<file path="src/rtl/mpt_pkg.sv">
package mpt_pkg;

    typedef enum logic [1:0] {
        ACT_KEEP   = 2'd0,
        ACT_LOW    = 2'd1,
        ACT_HIGH   = 2'd2,
        ACT_TOGGLE = 2'd3
    } act_e;

    typedef struct packed {
        logic init;
        act_e act;
        logic stop;
        logic rst;
    } mcfg_t;

    localparam int ADDR_CTRL  = 0;
    localparam int ADDR_PRESC = 1;
    localparam int ADDR_COUNT = 2;
    localparam int ADDR_FLAGS = 3;
    localparam int ADDR_IRQEN = 4;
    localparam int ADDR_PWMEN = 5;
    localparam int MV_BASE    = 8;

endpackage

</file>
<file path="src/rtl/mpt_prescale.sv">
module mpt_prescale #(
    parameter int W = 32
) (
    input  logic         clk,
    input  logic         rst_n,
    input  logic         tick,
    input  logic         run,
    input  logic         clr,
    input  logic [W-1:0] limit,
    output logic         step
);
    logic [W-1:0] pc_d, pc_q;

    always_comb begin
        pc_d = pc_q;
        step = 1'b0;
        if (clr) begin
            pc_d = '0;
        end else if (tick && run) begin
            // >= keeps the divider sane if the limit is lowered mid-count
            if (pc_q >= limit) begin
                pc_d = '0;
                step = 1'b1;
            end else begin
                pc_d = pc_q + 1'b1;
            end
        end
    end

    always_ff @(posedge clk or negedge rst_n) begin
        if (!rst_n) pc_q <= '0;
        else        pc_q <= pc_d;
    end
endmodule

</file>
<file path="src/rtl/mpt_match_chan.sv">
module mpt_match_chan
    import mpt_pkg::*;
#(
    parameter int W = 32
) (
    input  logic         clk,
    input  logic         rst_n,
    input  logic         step,
    input  logic [W-1:0] count,
    input  logic [W-1:0] value,
    input  act_e         act,
    input  logic         load,
    input  logic         init,
    input  logic         pwm,
    output logic         hit,
    output logic         pin
);
    logic lvl_d, lvl_q;

    always_comb begin
        hit   = step && (count == value);
        lvl_d = lvl_q;
        if (load) begin
            lvl_d = init;
        end else if (hit) begin
            unique case (act)
                ACT_KEEP:   lvl_d = lvl_q;
                ACT_LOW:    lvl_d = 1'b0;
                ACT_HIGH:   lvl_d = 1'b1;
                ACT_TOGGLE: lvl_d = ~lvl_q;
                default:    lvl_d = lvl_q;
            endcase
        end
        pin = pwm ? (count >= value) : lvl_q;
    end

    always_ff @(posedge clk or negedge rst_n) begin
        if (!rst_n) lvl_q <= 1'b0;
        else        lvl_q <= lvl_d;
    end
endmodule

</file>
<file path="src/rtl/match_pwm_timer.sv">
module match_pwm_timer
    import mpt_pkg::*;
#(
    parameter int CW = 32,
    parameter int NM = 4,
    parameter int AW = 4
) (
    input  logic          clk,
    input  logic          rst_n,
    input  logic          wr_en,
    input  logic [AW-1:0] wr_addr,
    input  logic [CW-1:0] wr_data,
    input  logic [AW-1:0] rd_addr,
    output logic [CW-1:0] rd_data,
    input  logic          tick,
    output logic [NM-1:0] match_out,
    output logic [NM-1:0] flags,
    output logic          irq
);
    localparam int NP      = NM - 1;
    localparam int PER     = NM - 1;
    localparam int MC_BASE = MV_BASE + NM;
    localparam int CFGW    = $bits(mcfg_t);

    typedef struct packed {
        logic                   run;
        logic                   clr;
        logic [CW-1:0]          limit;
        logic [CW-1:0]          count;
        logic [NM-1:0]          flags;
        logic [NM-1:0]          irq_en;
        logic [NP-1:0]          pwm_en;
        logic [NM-1:0][CW-1:0]  mr;
        mcfg_t [NM-1:0]         cfg;
    } state_t;

    state_t s_d, s_q;

    logic          step;
    logic [NM-1:0] hit;
    logic [NM-1:0] cfg_load;
    logic [NM-1:0] rst_mask, stop_mask;
    logic [NM-1:0] pwm_vec;
    logic [NM-1:0] flag_clr;
    logic          rst_any, stop_any;
    logic [CW-1:0] count_q;
    logic          run_q, clr_q;

    mpt_prescale #(.W(CW)) u_presc (
        .clk   (clk),
        .rst_n (rst_n),
        .tick  (tick),
        .run   (s_q.run),
        .clr   (s_q.clr),
        .limit (s_q.limit),
        .step  (step)
    );

    for (genvar g = 0; g < NM; g++) begin : g_chan
        if (g < NP) begin : g_pwm
            assign pwm_vec[g] = s_q.pwm_en[g];
        end else begin : g_per
            assign pwm_vec[g] = 1'b0;
        end
        assign rst_mask[g]  = s_q.cfg[g].rst;
        assign stop_mask[g] = s_q.cfg[g].stop;

        mpt_match_chan #(.W(CW)) u_chan (
            .clk   (clk),
            .rst_n (rst_n),
            .step  (step),
            .count (s_q.count),
            .value (s_q.mr[g]),
            .act   (s_q.cfg[g].act),
            .load  (cfg_load[g]),
            .init  (wr_data[CFGW-1]),
            .pwm   (pwm_vec[g]),
            .hit   (hit[g]),
            .pin   (match_out[g])
        );
    end

    always_comb begin
        s_d      = s_q;
        cfg_load = '0;
        flag_clr = '0;

        if (wr_en) begin
            if (wr_addr == AW'(ADDR_CTRL)) begin
                s_d.run = wr_data[0];
                s_d.clr = wr_data[1];
            end
            if (wr_addr == AW'(ADDR_PRESC)) s_d.limit  = wr_data;
            if (wr_addr == AW'(ADDR_FLAGS)) flag_clr   = wr_data[NM-1:0];
            if (wr_addr == AW'(ADDR_IRQEN)) s_d.irq_en = wr_data[NM-1:0];
            if (wr_addr == AW'(ADDR_PWMEN)) s_d.pwm_en = wr_data[NP-1:0];
            for (int i = 0; i < NM; i++) begin
                if (wr_addr == AW'(MV_BASE + i)) s_d.mr[i] = wr_data;
                if (wr_addr == AW'(MC_BASE + i)) begin
                    s_d.cfg[i]  = mcfg_t'(wr_data[CFGW-1:0]);
                    cfg_load[i] = 1'b1;
                end
            end
        end

        // set beats clear when both land in one cycle
        s_d.flags = (s_q.flags & ~flag_clr) | hit;

        rst_any  = |(hit & rst_mask) || (hit[PER] && (|s_q.pwm_en));
        stop_any = |(hit & stop_mask);

        if (s_q.clr) begin
            s_d.count = '0;
        end else if (step) begin
            if (rst_any)       s_d.count = '0;
            else if (stop_any) s_d.count = s_q.count;
            else               s_d.count = s_q.count + 1'b1;
        end

        if (step && stop_any) s_d.run = 1'b0;
    end

    always_ff @(posedge clk or negedge rst_n) begin
        if (!rst_n) s_q <= '0;
        else        s_q <= s_d;
    end

    always_comb begin
        rd_data = '0;
        if (rd_addr == AW'(ADDR_CTRL))  rd_data = CW'({s_q.clr, s_q.run});
        if (rd_addr == AW'(ADDR_PRESC)) rd_data = s_q.limit;
        if (rd_addr == AW'(ADDR_COUNT)) rd_data = s_q.count;
        if (rd_addr == AW'(ADDR_FLAGS)) rd_data = CW'(s_q.flags);
        if (rd_addr == AW'(ADDR_IRQEN)) rd_data = CW'(s_q.irq_en);
        if (rd_addr == AW'(ADDR_PWMEN)) rd_data = CW'(s_q.pwm_en);
        for (int i = 0; i < NM; i++) begin
            if (rd_addr == AW'(MV_BASE + i)) rd_data = s_q.mr[i];
            if (rd_addr == AW'(MC_BASE + i)) rd_data = CW'(s_q.cfg[i]);
        end
    end

    assign flags   = s_q.flags;
    assign irq     = |(s_q.flags & s_q.irq_en);
    assign count_q = s_q.count;
    assign run_q   = s_q.run;
    assign clr_q   = s_q.clr;
endmodule

</file>
<file path="config.mk">
export PLATFORM = sky130hd
export DESIGN_NAME = match_pwm_timer
export DESIGN_NICKNAME = d
export VERILOG_FILES = /design/src/rtl/mpt_pkg.sv /design/src/rtl/mpt_prescale.sv /design/src/rtl/mpt_match_chan.sv /design/src/rtl/match_pwm_timer.sv
export SDC_FILE = /design/constraint.sdc
export NUM_CORES = 1
export LEC_CHECK = 0
export BUFFER_PORTS_ARGS = -buffer_cell sky130_fd_sc_hd__clkbuf_2
export CORE_MARGIN = 3
export CORE_UTILIZATION = 55
export CTS_CLUSTER_DIAMETER = 50
export CTS_CLUSTER_SIZE = 40
export DETAILED_ROUTE_END_ITERATION = 10
export PLACE_DENSITY = 0.76
export RECOVER_POWER = 25
export SLEW_MARGIN = 20
export SYNTH_ARGS = -nofsm -noshare
export SYNTH_HDL_FRONTEND = slang
export SYNTH_HIERARCHICAL = 1
export SYNTH_SLANG_ARGS = --single-unit
</file>
<file path="constraint.sdc">
create_clock -name clk -period 3.38 [get_ports clk]
set_input_delay 0.507 -clock clk [delete_from_list [all_inputs] [get_ports clk]]
set_output_delay 0.507 -clock clk [all_outputs]
set_load 0.005 [all_outputs]
</file>
# Word level (Yosys, flattened, before mapping)
# Cells that the tools add are included.
# word_totals
reg_bits	261
wordCells	188
out_inout_bits	41
# op_classes
bitwise	10
eq_ne	46
mux	50
reduce_logical	44
order_cmp	4
n_addsub	2
# op_table
operator	n
$mux 32	21
$eq 32x32->1	4
$ge 32x32->1	4
$add 32x1->32 const B	2
$eq 4x4->1 const B	16
$reduce_and 2->1	18
$mux 34	1
$mux 1	19
$and 4x4->4	4
$eq 2x2->1 const B	8
$eq 4x3->1 const B	4
$reduce_bool 2->1	8
$eq 4x2->1 const B	3
$mux 4	3
$pmux 1 s3	4
$reduce_or 4->1	3
$eq 2x1->1 const B	4
$eq 4x1->1 const B	2
$logic_not 2->1	4
$logic_not 4->1	2
$ne 2x2->1 const B	4
$logic_and 1x1->1	7
$mux 2	2
$not 1->1	4
other kinds (5)	5

# Depth between registers and ports, before layout
# Gate-level depths: netlist (run 1).
# depth
ltp_word	15
depth_mapped	17
depth_no_buf	13

# Cells and area by module
# Netlist (run 1), hierarchy kept.
# by_module_without_submodules
mod	seq_area_each_um2	n_inst	cells_per_inst	area_each_um2
match_pwm_timer	5630.4	1	898	10829.1
mpt_match_chan	25.0	4	119	913.4
mpt_prescale	800.8	1	327	2737.6

# Least setup slack after synthesis (run 1)
# Ideal clock, no wire load.
# synth_timing
kind	register to register
startpoint	register u_presc.pc_q[29]
endpoint	register s_q (netlist bit count_q[6])
t_required_ns	3.255
t_arrival_ns	3.560
path_slack_ns	-0.305
period_less_slack_ns	3.685
n_path_buf	2
stages_incl_launch_ff	15
path_cell_list	dfrtp_1 ha_1 nand4_1 nor4_1 nand2_1 a21oi_4 buf_2 nor2_1 nor2_1 and4_2 a22oi_1 a2111oi_4 buf_2 nor4b_1 mux2_2
# synth_via
elab_chain_cells	11
elab_cells_between_ends	20
# synth_rtl
item	line_no	text
start, declared	mpt_prescale.sv:12	logic [W-1:0] pc_d, pc_q;
start signal, assigned	mpt_prescale.sv:32	else pc_q <= pc_d;
$ge 32x32->1 *	mpt_prescale.sv:21	if (pc_q >= limit) begin
$mux 1 *	mpt_prescale.sv:21	
$mux 1 *	mpt_prescale.sv:19	end else if (tick && run) begin
$mux 1 *	mpt_prescale.sv:17	if (clr) begin
net step	match_pwm_timer.sv:39	logic step;
$logic_and 1x1->1 *	mpt_match_chan.sv:21	hit = step && (count == value);
net hit[0]	match_pwm_timer.sv:40	logic [NM-1:0] hit;
$and 4x4->4	match_pwm_timer.sv:109	rst_any = |(hit & rst_mask) || (hit[PER] && (|s_q.pwm_en));
$reduce_or 4->1	match_pwm_timer.sv:109	
$logic_or 1x1->1	match_pwm_timer.sv:109	
$mux 32	match_pwm_timer.sv:115	if (rst_any) s_d.count = '0;
$mux 32	match_pwm_timer.sv:114	end else if (step) begin
$mux 32	match_pwm_timer.sv:112	if (s_q.clr) begin
end signal, assigned	match_pwm_timer.sv:124	if (!rst_n) s_q <= '0;
end signal, assigned	match_pwm_timer.sv:125	else s_q <= s_d;
end, declared	match_pwm_timer.sv:37	state_t s_d, s_q;
# Mark *: on every way through the listed nets, which the timed path passes. The rest lies on a longest branch. The select of a mux whose other input is x is not followed.
# A chain may end at the register's enable or synchronous reset.

# Final worst setup path (run 1)
# layout_timing
startpoint	register s_q[212] in the netlist's numbering
endpoint	register s_q (netlist bit count_q[9])
# layout_via
elab_chain_cells	11
elab_cells_between_ends	20
# layout_rtl
item	line_no
$ge 32x32->1 *	mpt_prescale.sv:21
$mux 1 *	mpt_prescale.sv:21
$mux 1 *	mpt_prescale.sv:19
$mux 1 *	mpt_prescale.sv:17
net step	match_pwm_timer.sv:39
$logic_and 1x1->1 *	mpt_match_chan.sv:21
net hit[3]	match_pwm_timer.sv:40
$and 4x4->4	match_pwm_timer.sv:109
$reduce_or 4->1	match_pwm_timer.sv:109
$logic_or 1x1->1	match_pwm_timer.sv:109
$mux 32	match_pwm_timer.sv:115
$mux 32	match_pwm_timer.sv:114
$mux 32	match_pwm_timer.sv:112
# Marked as above.

==> results of run 1 <==
## stage by stage
| stage | setup TNS (ns) | setup WS [ns] | cell area (sq um) |
|---|---|---|---|
| after floorplan | 0 | 0.000353 | 17300 |
| after global placement | -2.02 | -0.139 | 18600 |
| after detailed placement | -3.87 | -0.283 | 18600 |
| after CTS | -0.652 | -0.0618 | 20200 |
| after global routing | -5.98 | -0.233 | 20400 |
| final | -3.15 | -0.156 | 20400 |
## path summary, 6_finish.rpt
kind | from | end | cells past startpoint
min in group asynchronous | rst_n | s_q[26]$_DFFE_PN0P_ | 2
max reg2reg | s_q[212]$_DFFE_PN0P_ | count_q[9]$_DFFE_PN0P_ | 14
min reg2reg | s_q[112]$_DFFE_PN0P_ | s_q[112]$_DFFE_PN0P_ | 1
max in group asynchronous | rst_n | count_q[13]$_DFFE_PN0P_ | 3
min | wr_data[17] | s_q[37]$_DFFE_PN0P_ | 2
max | s_q[212]$_DFFE_PN0P_ | count_q[9]$_DFFE_PN0P_ | 14
## timing repair
action,4_1_cts,5_1_grt
buffers inserted,19,9
hold buffers,1,0
pin swaps,20,23
endpoints found under the hold margin,63,0
setup endpoints to repair,25,34
gates cloned,3,3
gates resized for setup,18,37
## worst max-delay path: cells and delay by family (launching register included)
kind	cells	cell delay, ns
simple gates	4	0.96
buf+inv	2	0.37
compound gates	7	1.49
flops	1	0.39
fa+ha+maj	1	0.23
## report_power, final
part | leakage [nW] | switching, mW | internal, mW
clock | 0.597 | 1.49 | 2.36
sequential | 3.31 | 0.557 | 3.69
combinational | 5.59 | 1.53 | 1.25
## cell type report
| cell class | instances | area [sq um] |
|---|---|---|
| clock buffer | 43 | 998 |
| clock inverter | 19 | 210 |
| fill | 2392 | 10300 |
| inverter | 170 | 638 |
| multi-input combinational | 1193 | 10100 |
| sequential | 261 | 6540 |
| tap | 396 | 495 |
| timing repair buffer | 200 | 1430 |
## logic make-up (layout without fill, tap and decap cells)
logic type	Yosys count	in the layout	synth area share (%)
AOI/OAI and AO/OA	349	349	14.3
xor gates and xnor gates	14	14	0.712
adders and majority gates	162	162	11.8
buffers and inverters	248	432	5.80
DFF	261	261	37.9
muxes	215	215	14.0
other	1	2	0.0218
and+or+nand+nor	451	451	15.4
## registers in the layout (all words and copies together), names as in the netlist
name,cells
s_q,180
clr_q,1
run_q,1
flags,4
g_chan.u_chan/lvl_q,4
pwm_vec,3
rst_mask,4
u_presc/pc_q,32
count_q,32
## placed cells by master (no fill, tap or decap), types with 10 or more instances in the layout
cell       count
o31ai_1       21
nand3_1       83
a22o_1        14
ha_1         152
o21ai_0       24
a21oi_1       82
dfrtp_1      258
nor2b_1       13
buf_4         98
o21ai_2       11
mux2i_1       22
clkbuf_16     40
mux2_2       190
a221o_1       14
nor2_1        42
and4_1        12
a21o_1        18
nand2b_1      18
and2_1        11
clkbuf_2      83
nand2_1      102
inv_1        168
nand4_1       39
or4_1         11
nor3_1        13
ha_4          10
a22oi_1       84
nor4_1        17
## layer usage
layer	vias to the layer above	track usage, %
met1	7414	42.2
li1	6616	-
met5	-	0
met2	681	52.6
met4	0	13.9
met3	159	5.18
==> metrics.txt, run 1 <==
status finished, violations left; violated checks max-capacitance violations, max-slew violations, negative setup slack; H-tree levels 2; clk sinks about 260; FP Rows 64; WHS around 0.29 ns; max cap viols 1; RSZ-0062 raised after global routing yes; Worst IR Drop VDD between 400 and 500 uV; die height ~180 um; Max Freq approximately 280 MHz; slowest stage delay, CP 0.54 ns; share of layout cells above drive strength 1 29.5%; total number of vias 14900; Worst path slowest cell or4_4; ys flop type dfrtp_1; width of the die 183 um; pwr/cell area 532 nW/um^2; crit end category flop; total grt overflow 0; Synth Register Bits around 260; worst path required time 3.82 ns; Slew Limit Fails 68; synthesized area per cell about 10 sq um; Worst setup SP type flop; final WL ~55 mm; Starting Density 56.0%; latest clock arrival within the worst-skew pair roughly 0.53 ns; slew of the pin with the lowest slew margin between 1.5 and 2 ns; CP Class reg -> reg; Final setup viols 31; number of synthesized flops with an enable pin 0; post-layout util approximately two thirds; clock buffer depth 3; DP Cell Count ~2200; final hold viol count 0; minimum clock period roughly 3.5 ns; DR pass1 iterations 5; Root Driver clkbuf_16; relative slew slack -17.3%; CTS Buf Count 35; met2 WL post-DR 25.8 mm; arrival time worst endpoint between 3 and 4 ns; CTS tree done; crit path max fanout 25; Synth area leader dfrtp_1; DR iter-0 viols 1504; initial antenna violation count 0; post-DR wirelength/cell 23.9 um; Worst Skew 0.0229 ns; Detail Placement HPWL 37.9 mm; sequential share of the synthesized area a little under two fifths; ant diodes 0; nets 2067; Synth async-reset ratio between 90% and 100%; vias in the first global route 15000; core area 30700 sq um; Die ar. 33500 sq um; YS warnings 6; Post-Route M1 WL roughly 22 mm; Area Overhead vs Synth 18.6%; RD Place Congestion 0.948; Vias/cell around 6.5; R2R setup slack -0.16 ns; clock-pin slew on the worst setup and hold paths approximately 0.060 ns; Design Power ~11 mW; Layout Cells excl Fill 2282; DR DRC count 0; I/O Pins 85; pin count of the biggest net entering global routing 73; port bufs 84; Netlist cell types 81; worst-path cell chain inv_1 -> ha_4 -> a21oi_2 -> o21ai_1 -> a221o_1 -> a211o_1 -> nor2_4 -> nor2_4 -> and4_4 -> a22oi_2 -> a2111oi_4 -> buf_4 -> or4_4 -> a21oi_2; highest routed layer met4; top-area cell type share of the netlist area between 30% and 40%; final setup margin -0.156 ns; synth cell count leaders dfrtp_1, mux2_2, inv_1, ha_1, nand2_1; first-pass GRT wire length around 85 mm; Synth area leaders dfrtp_1, mux2_2, ha_1; crit share post-route 105%; total global-route track usage ~32%; Pleak 9.49 nW; dominant cell by count in the synthesized netlist dfrtp_1; final antenna-violating net count 0; Cell Area, Synth 17200 sq um; Worst Hold Class in -> reg; length of routed met3 wiring 3.79 mm; Mapped Cells between 1500 and 2000
No activity file was read; power rests on OpenSTA's default activity.
==> run 2, diff against run 1 <==
--- a/config.mk
+++ b/config.mk
@@ -13,8 +13,6 @@
 export DETAILED_ROUTE_END_ITERATION = 10
 export PLACE_DENSITY = 0.76
 export RECOVER_POWER = 25
-export SLEW_MARGIN = 20
 export SYNTH_ARGS = -nofsm -noshare
 export SYNTH_HDL_FRONTEND = slang
-export SYNTH_HIERARCHICAL = 1
 export SYNTH_SLANG_ARGS = --single-unit
==> metrics.txt, run 2 <==
status finished, violations left; violated checks max-capacitance violations, max-slew violations, negative setup slack; share of layout cells above drive strength 1 between 20% and 30%; arrival time worst endpoint between 2 and 3 ns; DR DRC count 0; total grt overflow 0; clock buffer depth 3; CP Class reg -> out; R2R Path End count_q[11]$_DFFE_PN0P_; crit path to match_out[2]; post-DR wirelength/cell 23.3 um; CTS tree done; Pleak 8.76 nW; final setup margin -0.0465 ns; Synth area leaders dfrtp_1, ha_1, mux2_2; Worst path slowest cell dfrtp_2; vias in the first global route 14300; width of the die 178 um; RD Place Congestion 1.01; synthesized area per cell 9.34 sq um; clock-pin slew on the worst setup and hold paths 0.07 ns; Worst Setup SP count_q[29]$_DFFE_PN0P_; ys flop type dfrtp_1; R2R setup slack 0.11 ns; ant diodes 0; pwr/cell area approximately 530 nW/um^2; max cap viols 1; Mapped Cells 1749; Max Freq 292 MHz; final hold viol count 0; Synth async-reset ratio 100%; sequential share of the synthesized area between 30% and 40%; Worst IR Drop VDD around 420 uV; first-pass GRT wire length 82.3 mm; DP Cell Count 2188; RSZ-0062 raised after global routing yes; Worst Hold Class in -> reg; Register-to-Register Path Depth 10; slowest stage delay, CP approximately 0.45 ns; H-tree levels 1; max FFs per register 180; Layout Cells excl Fill roughly 2300; FF-to-FF Start count_q[14]$_DFFE_PN0P_; clk sinks 261; dominant cell by count in the synthesized netlist dfrtp_1; Top reg by flops s_q; final WL 53.1 mm; crit end category output pin; I/O Pins 85; Layout fillers roughly 2300; Hold Path Depth 3; FP Rows 62; CTS Buf Count 30; Syn Nets a little under 2000; total global-route track usage between 30% and 40%; Worst Skew 0.0148 ns; Starting Density a little under three fifths; latest clock arrival within the worst-skew pair 0.57 ns; initial antenna violation count 1; worst-path cell chain ha_2 -> nand4_1 -> nor4_4 -> buf_4 -> o211ai_1 -> o2111ai_1 -> o22a_1 -> clkbuf_2; Area Overhead vs Synth 15.1%; worst path required time 2.87 ns; Slew Limit Fails 79; Finished Cell Area 18800 sq um; synth cell count leaders dfrtp_1, nand2_1, o21ai_0, inv_1, ha_1; Netlist cell types 84; port bufs 84; Synth Register Bits 261; Die ar. 31800 sq um; slew of the pin with the lowest slew margin 2.13 ns; post-layout util 64.8%; most frequent cells in the layout dfrtp_1, nand2_1, o21ai_0; crit share post-route 101%; Vias/cell 6.50; commonest non-fill, non-tap cell in the layout dfrtp_1; die height around 180 um; Worst setup SP type flop; Synth area leader dfrtp_1; nets 2041; Detail Placement HPWL 39.0 mm; Cell Area, Synth approximately 16000 sq um; number of synthesized flops with an enable pin 0; pin count of the biggest net entering global routing 80; minimum clock period 3.43 ns; core area between 20000 and 30000 sq um; top-area cell type share of the netlist area 40.0%; crit path max fanout 5; DR pass1 iterations 8; relative slew slack -41.8%; Placed Area 17400 sq um; Final setup viols 1; total number of vias 14800; YS warnings 0; Root Driver clkbuf_16; DR iter-0 viols 1863; final antenna-violating net count 0
[run 2: changes by cell type after synthesis, sizes merged, moves of 27 or more]
cell   change
o21ai    +137
nand2     +94
mux2      -80
a21oi     -32
ha        -32
inv       -27
xnor2     +27
[run 2: cells by family after synthesis]
family | Yosys count | synth area share [%]
multiplexers | 117 | 8.17
flip-flops | 261 | 40.0
buffers and inverters | 235 | 6.05
AND/OR/NAND/NOR | 486 | 15.0
AO/OA/AOI/OAI | 485 | 18.9
XOR/XNOR | 35 | 1.92
adder cells (fa/ha/maj) | 130 | 9.95
[run 2: worst min-delay path by stage]
| stage | startpoint | to | slack [ns] |
|---|---|---|---|
| 2_1_floorplan | rst_n | clr_q$_DFFE_PN0P_ | 0.21 |
| 5_1_grt | wr_data[11] | s_q[95]$_DFFE_PN0P_ | 0.22 |
| 6_report | wr_data[7] | s_q[59]$_DFFE_PN0P_ | 0.20 |
| 3_5_place_dp | s_q[193]$_DFFE_PN0P_ | s_q[193]$_DFFE_PN0P_ | 0.47 |
| 4_1_cts | wr_data[12] | s_q[96]$_DFFE_PN0P_ | 0.20 |
| 3_3_place_gp | s_q[195]$_DFFE_PN0P_ | s_q[195]$_DFFE_PN0P_ | 0.46 |
[run 2: final cells by class]
cell class | instances | area, sq um | share of cell area, %
Multi-Input combinational cell | 1253 | 9040 | 48.0
Tap cell | 384 | 480 | 2.55
Clock inverter | 21 | 259 | 1.38
Inverter | 144 | 541 | 2.87
Sequential cell | 261 | 6560 | 34.9
Clock buffer | 33 | 793 | 4.22
Timing Repair Buffer | 177 | 1140 | 6.08
[run 2: timing repair]
item,CTS,global route
setup endpoints to repair,3,28
hold buffers,1,0
endpoints found under the hold margin,74,0
setup buffers,15,16
resized for setup,33,26
pin swaps,13,10
[run 2: critical path, delay by kind of cell (launching register included)]
family	cells	cell delay (ns)
AND/OR/NAND/NOR	2	0.59
adder cells (fa/ha/maj)	1	0.39
AO/OA/AOI/OAI	3	0.59
buffers and inverters	2	0.34
flip-flops	1	0.45
[run 2: through the flow]
| stage | worst slack (ns) | total power, mW | setup TNS [ns] | hold WS [ns] |
|---|---|---|---|---|
| 4_1_cts | 0.00990 | 9.85 | 0 | 0.201 |
| 6_report | -0.0465 | 9.94 | -0.0465 | 0.204 |
| 3_5_place_dp | 0.137 | 6.38 | 0 | 0.470 |
| 5_1_grt | -0.0765 | 10.4 | -0.162 | 0.217 |
| 2_1_floorplan | 0.638 | 5.43 | 0 | 0.211 |
| 3_3_place_gp | 0.139 | 6.28 | 0 | 0.463 |
[run 2: routing by layer]
layer  GRT usage (%)  share of wire, %  vias up
met1            46.4                41     7150
met2            50.9                44      850
met4            13.3               4.9        2
met5               0             0.025        -
met3            6.28                10      196
li1                -                 -     6587
[run 2: power by group]
| part | total, mW | switching, mW | internal (mW) |
|---|---|---|---|
| combinational | 2.29 | 1.37 | 0.927 |
| sequential | 4.18 | 0.508 | 3.67 |
| clock | 3.47 | 1.54 | 1.93 |
| total | 9.94 | 3.42 | 6.53 |
==> run 3, diff against run 2 <==
--- a/config.mk
+++ b/config.mk
@@ -5,12 +5,14 @@
 export SDC_FILE = /design/constraint.sdc
 export NUM_CORES = 1
 export LEC_CHECK = 0
+export ABC_AREA = 1
 export BUFFER_PORTS_ARGS = -buffer_cell sky130_fd_sc_hd__clkbuf_2
 export CORE_MARGIN = 3
 export CORE_UTILIZATION = 55
 export CTS_CLUSTER_DIAMETER = 50
 export CTS_CLUSTER_SIZE = 40
 export DETAILED_ROUTE_END_ITERATION = 10
+export GPL_TIMING_DRIVEN = 1
 export PLACE_DENSITY = 0.76
 export RECOVER_POWER = 25
 export SYNTH_ARGS = -nofsm -noshare
==> metrics.txt, run 3 <==
status finished, violations left; violated checks max-capacitance violations, max-slew violations; Hold Path End s_q[18]$_DFFE_PN0P_; initial antenna violation count 1; Worst Hold Class in -> reg; Worst setup SP type flop; relative slew slack -69.0%; Final setup viols 0; die height 181 um; CP Class reg -> out; nets 2486; arrival time worst endpoint roughly 2.8 ns; FP Rows 63; slew of the pin with the lowest slew margin 2.53 ns; synth cell count leaders nand2_1, inv_1, dfrtp_1, o21ai_0, ha_1; dpl ws around 0.36 ns; total global-route track usage 32.4%; Top reg by flops s_q; final WL roughly 54 mm; YS warnings 0; clock buffer depth 3; Die ar. 32800 sq um; Finished Cell Area 19200 sq um; max cap viols 1; Synth area leaders dfrtp_1, nand2_1, ha_1; latest clock arrival within the worst-skew pair about 0.54 ns; Starting Density between 50% and 60%; share of layout cells above drive strength 1 11.7%; Vias/cell between 5 and 6; Max Freq 300 MHz; Layout fillers around 2600; FF-to-FF Start u_presc.pc_q[7]$_DFFE_PN0P_; ant diodes 0; top-area cell type share of the netlist area roughly 39%; commonest non-fill, non-tap cell in the layout nand2_1; Register-to-Register Path Depth 15; Worst IR Drop VDD 429 uV; DR iter-0 viols 1556; worst path required time 2.87 ns; vias in the first global route 15800; first-pass GRT wire length 85.8 mm; Root Driver clkbuf_16; Slew Limit Fails approximately 90; most frequent cells in the layout nand2_1, inv_1, dfrtp_1; Placed Area 17700 sq um; total number of vias between 15000 and 20000; ys flop type dfrtp_1; sequential share of the synthesized area 38.7%; CTS tree done; core area approximately 30000 sq um; DR DRC count 0; minimum clock period 3.33 ns; number of synthesized flops with an enable pin 0; final setup margin 0.0506 ns; final antenna-violating net count 0; Detail Placement HPWL roughly 39 mm; DR pass1 iterations 5; R2R setup slack 0.36 ns; CTS Buf Count 36; pin count of the biggest net entering global routing 91; Syn Nets 2404; R2R Path End count_q[22]$_DFFE_PN0P_; sequential cell area around 6600 sq um; port bufs 84; crit path max fanout 9; dominant cell by count in the synthesized netlist nand2_1; total grt overflow 0; Worst Skew between 0.02 and 0.025 ns; crit share post-route about 100%; Synth Register Bits 261; Cell Area, Synth 16900 sq um; final hold viol count 0; Synth area leader dfrtp_1; Netlist cell types 50; I/O Pins 85; width of the die 181 um; Multi-input gate area approximately 8800 sq um; RD Place Congestion around 0.95; Hold Path Depth 3; clk sinks 261; Mapped Cells 2230; max FFs per register 180; Synth async-reset ratio 100%; Pleak between 9 and 10 nW; pwr/cell area 553 nW/um^2; cts hold-fix bufs 0; min-delay src wr_data[3]; synthesized area per cell 7.57 sq um; crit end category output pin; Area Overhead vs Synth 13.7%; post-DR wirelength/cell 19.7 um; clock-pin slew on the worst setup and hold paths 0.07 ns; H-tree levels 2
[run 3: cell types whose count changed after synthesis, moves of 25 or more]
| cell | delta |
|---|---|
| a31oi_1 | -25 |
| mux2_2 | -111 |
| o2111ai_1 | +29 |
| nand3_1 | +50 |
| nand2_1 | +328 |
| a21oi_1 | +31 |
| inv_1 | +182 |
| o22ai_1 | +41 |
| xor2_1 | +55 |
| nor2_1 | +72 |
| a22oi_1 | -88 |
| a21o_1 | -32 |
| o21ai_0 | +60 |
[run 3: where the power goes]
part / leakage [nW] / internal [mW] / switching, mW / total (mW)
sequential: 3.36 / 3.64 / 0.489 / 4.13
combinational: 5.58 / 0.884 / 1.61 / 2.50
clock: 0.605 / 2.29 / 1.68 / 3.97
[run 3: routing by layer]
layer  global-route usage [%]  vias up  share of wire (%)
met5                        0        -              0.017
met4                     12.6        2                4.1
met3                     5.29      157                8.7
met2                     51.4      741                 45
met1                     44.7     7714                 42
li1                         -     7558                  -
[run 3: worst max path at each step]
stage	startpoint	end	slack [ns]	cells after the start
3_5_place_dp	count_q[28]$_DFFE_PN0P_	match_out[1]	0.36	10
4_1_cts	count_q[15]$_DFFE_PN0P_	match_out[0]	0.03	11
5_1_grt	count_q[16]$_DFFE_PN0P_	match_out[1]	-0.01	10
3_3_place_gp	count_q[15]$_DFFE_PN0P_	count_q[29]$_DFFE_PN0P_	0.43	13
2_1_floorplan	count_q[27]$_DFFE_PN0P_	match_out[1]	1.05	12
6_report	count_q[27]$_DFFE_PN0P_	match_out[2]	0.05	11
[run 3: critical path: stages (launching register included)]
cell and delay (ns):
dfrtp_1 0.38, buf_4 0.19, ha_1 0.33, nand2_1 0.17
nor2_1 0.09, a211oi_2 0.21, o221ai_1 0.21, a21oi_2 0.22
o211ai_1 0.18, o21ai_1 0.12, inv_1 0.06, clkbuf_2 0.11
[run 3: timing repair]
item,CTS,global route
pin swaps,0,12
gates cloned,0,0
setup buffers,0,15
endpoints found under the setup margin,3,3
resized for setup,10,33
[run 3: through the flow]
step / setup TNS [ns] / power, mW / std cells / hold slack, ns / utilization [%]
floorplan: 0 / 5.62 / 2230 / 0.211 / -
global placement: 0 / 6.43 / 2649 / 0.466 / 59.1
detailed placement: 0 / 6.54 / 2649 / 0.473 / 59.1
CTS: 0 / 10.5 / 2714 / 0.0401 / 63.4
global route: -0.00960 / 11.2 / 2729 / 0.227 / 64.0
finish: 0 / 10.6 / 2729 / 0.207 / 64.0
[run 3: cell families (layout without fill, tap and decap cells)]
logic type	after synthesis	after routing	share of synthesized area [%]
simple gates	893	893	22.6
compound gates	441	441	15.0
buf+inv	427	536	10.1
flops	261	261	38.7
fa+ha+maj	130	130	9.64
xor+xnor	78	78	4.05
[run 3: cell type report]
type | count | share of cell area, %
Multi-Input combinational cell | 1542 | 45.8
Sequential cell | 261 | 34.2
Inverter | 332 | 6.50
Clock buffer | 40 | 4.99
Timing Repair Buffer | 139 | 4.46
Tap cell | 390 | 2.54
Clock inverter | 25 | 1.53
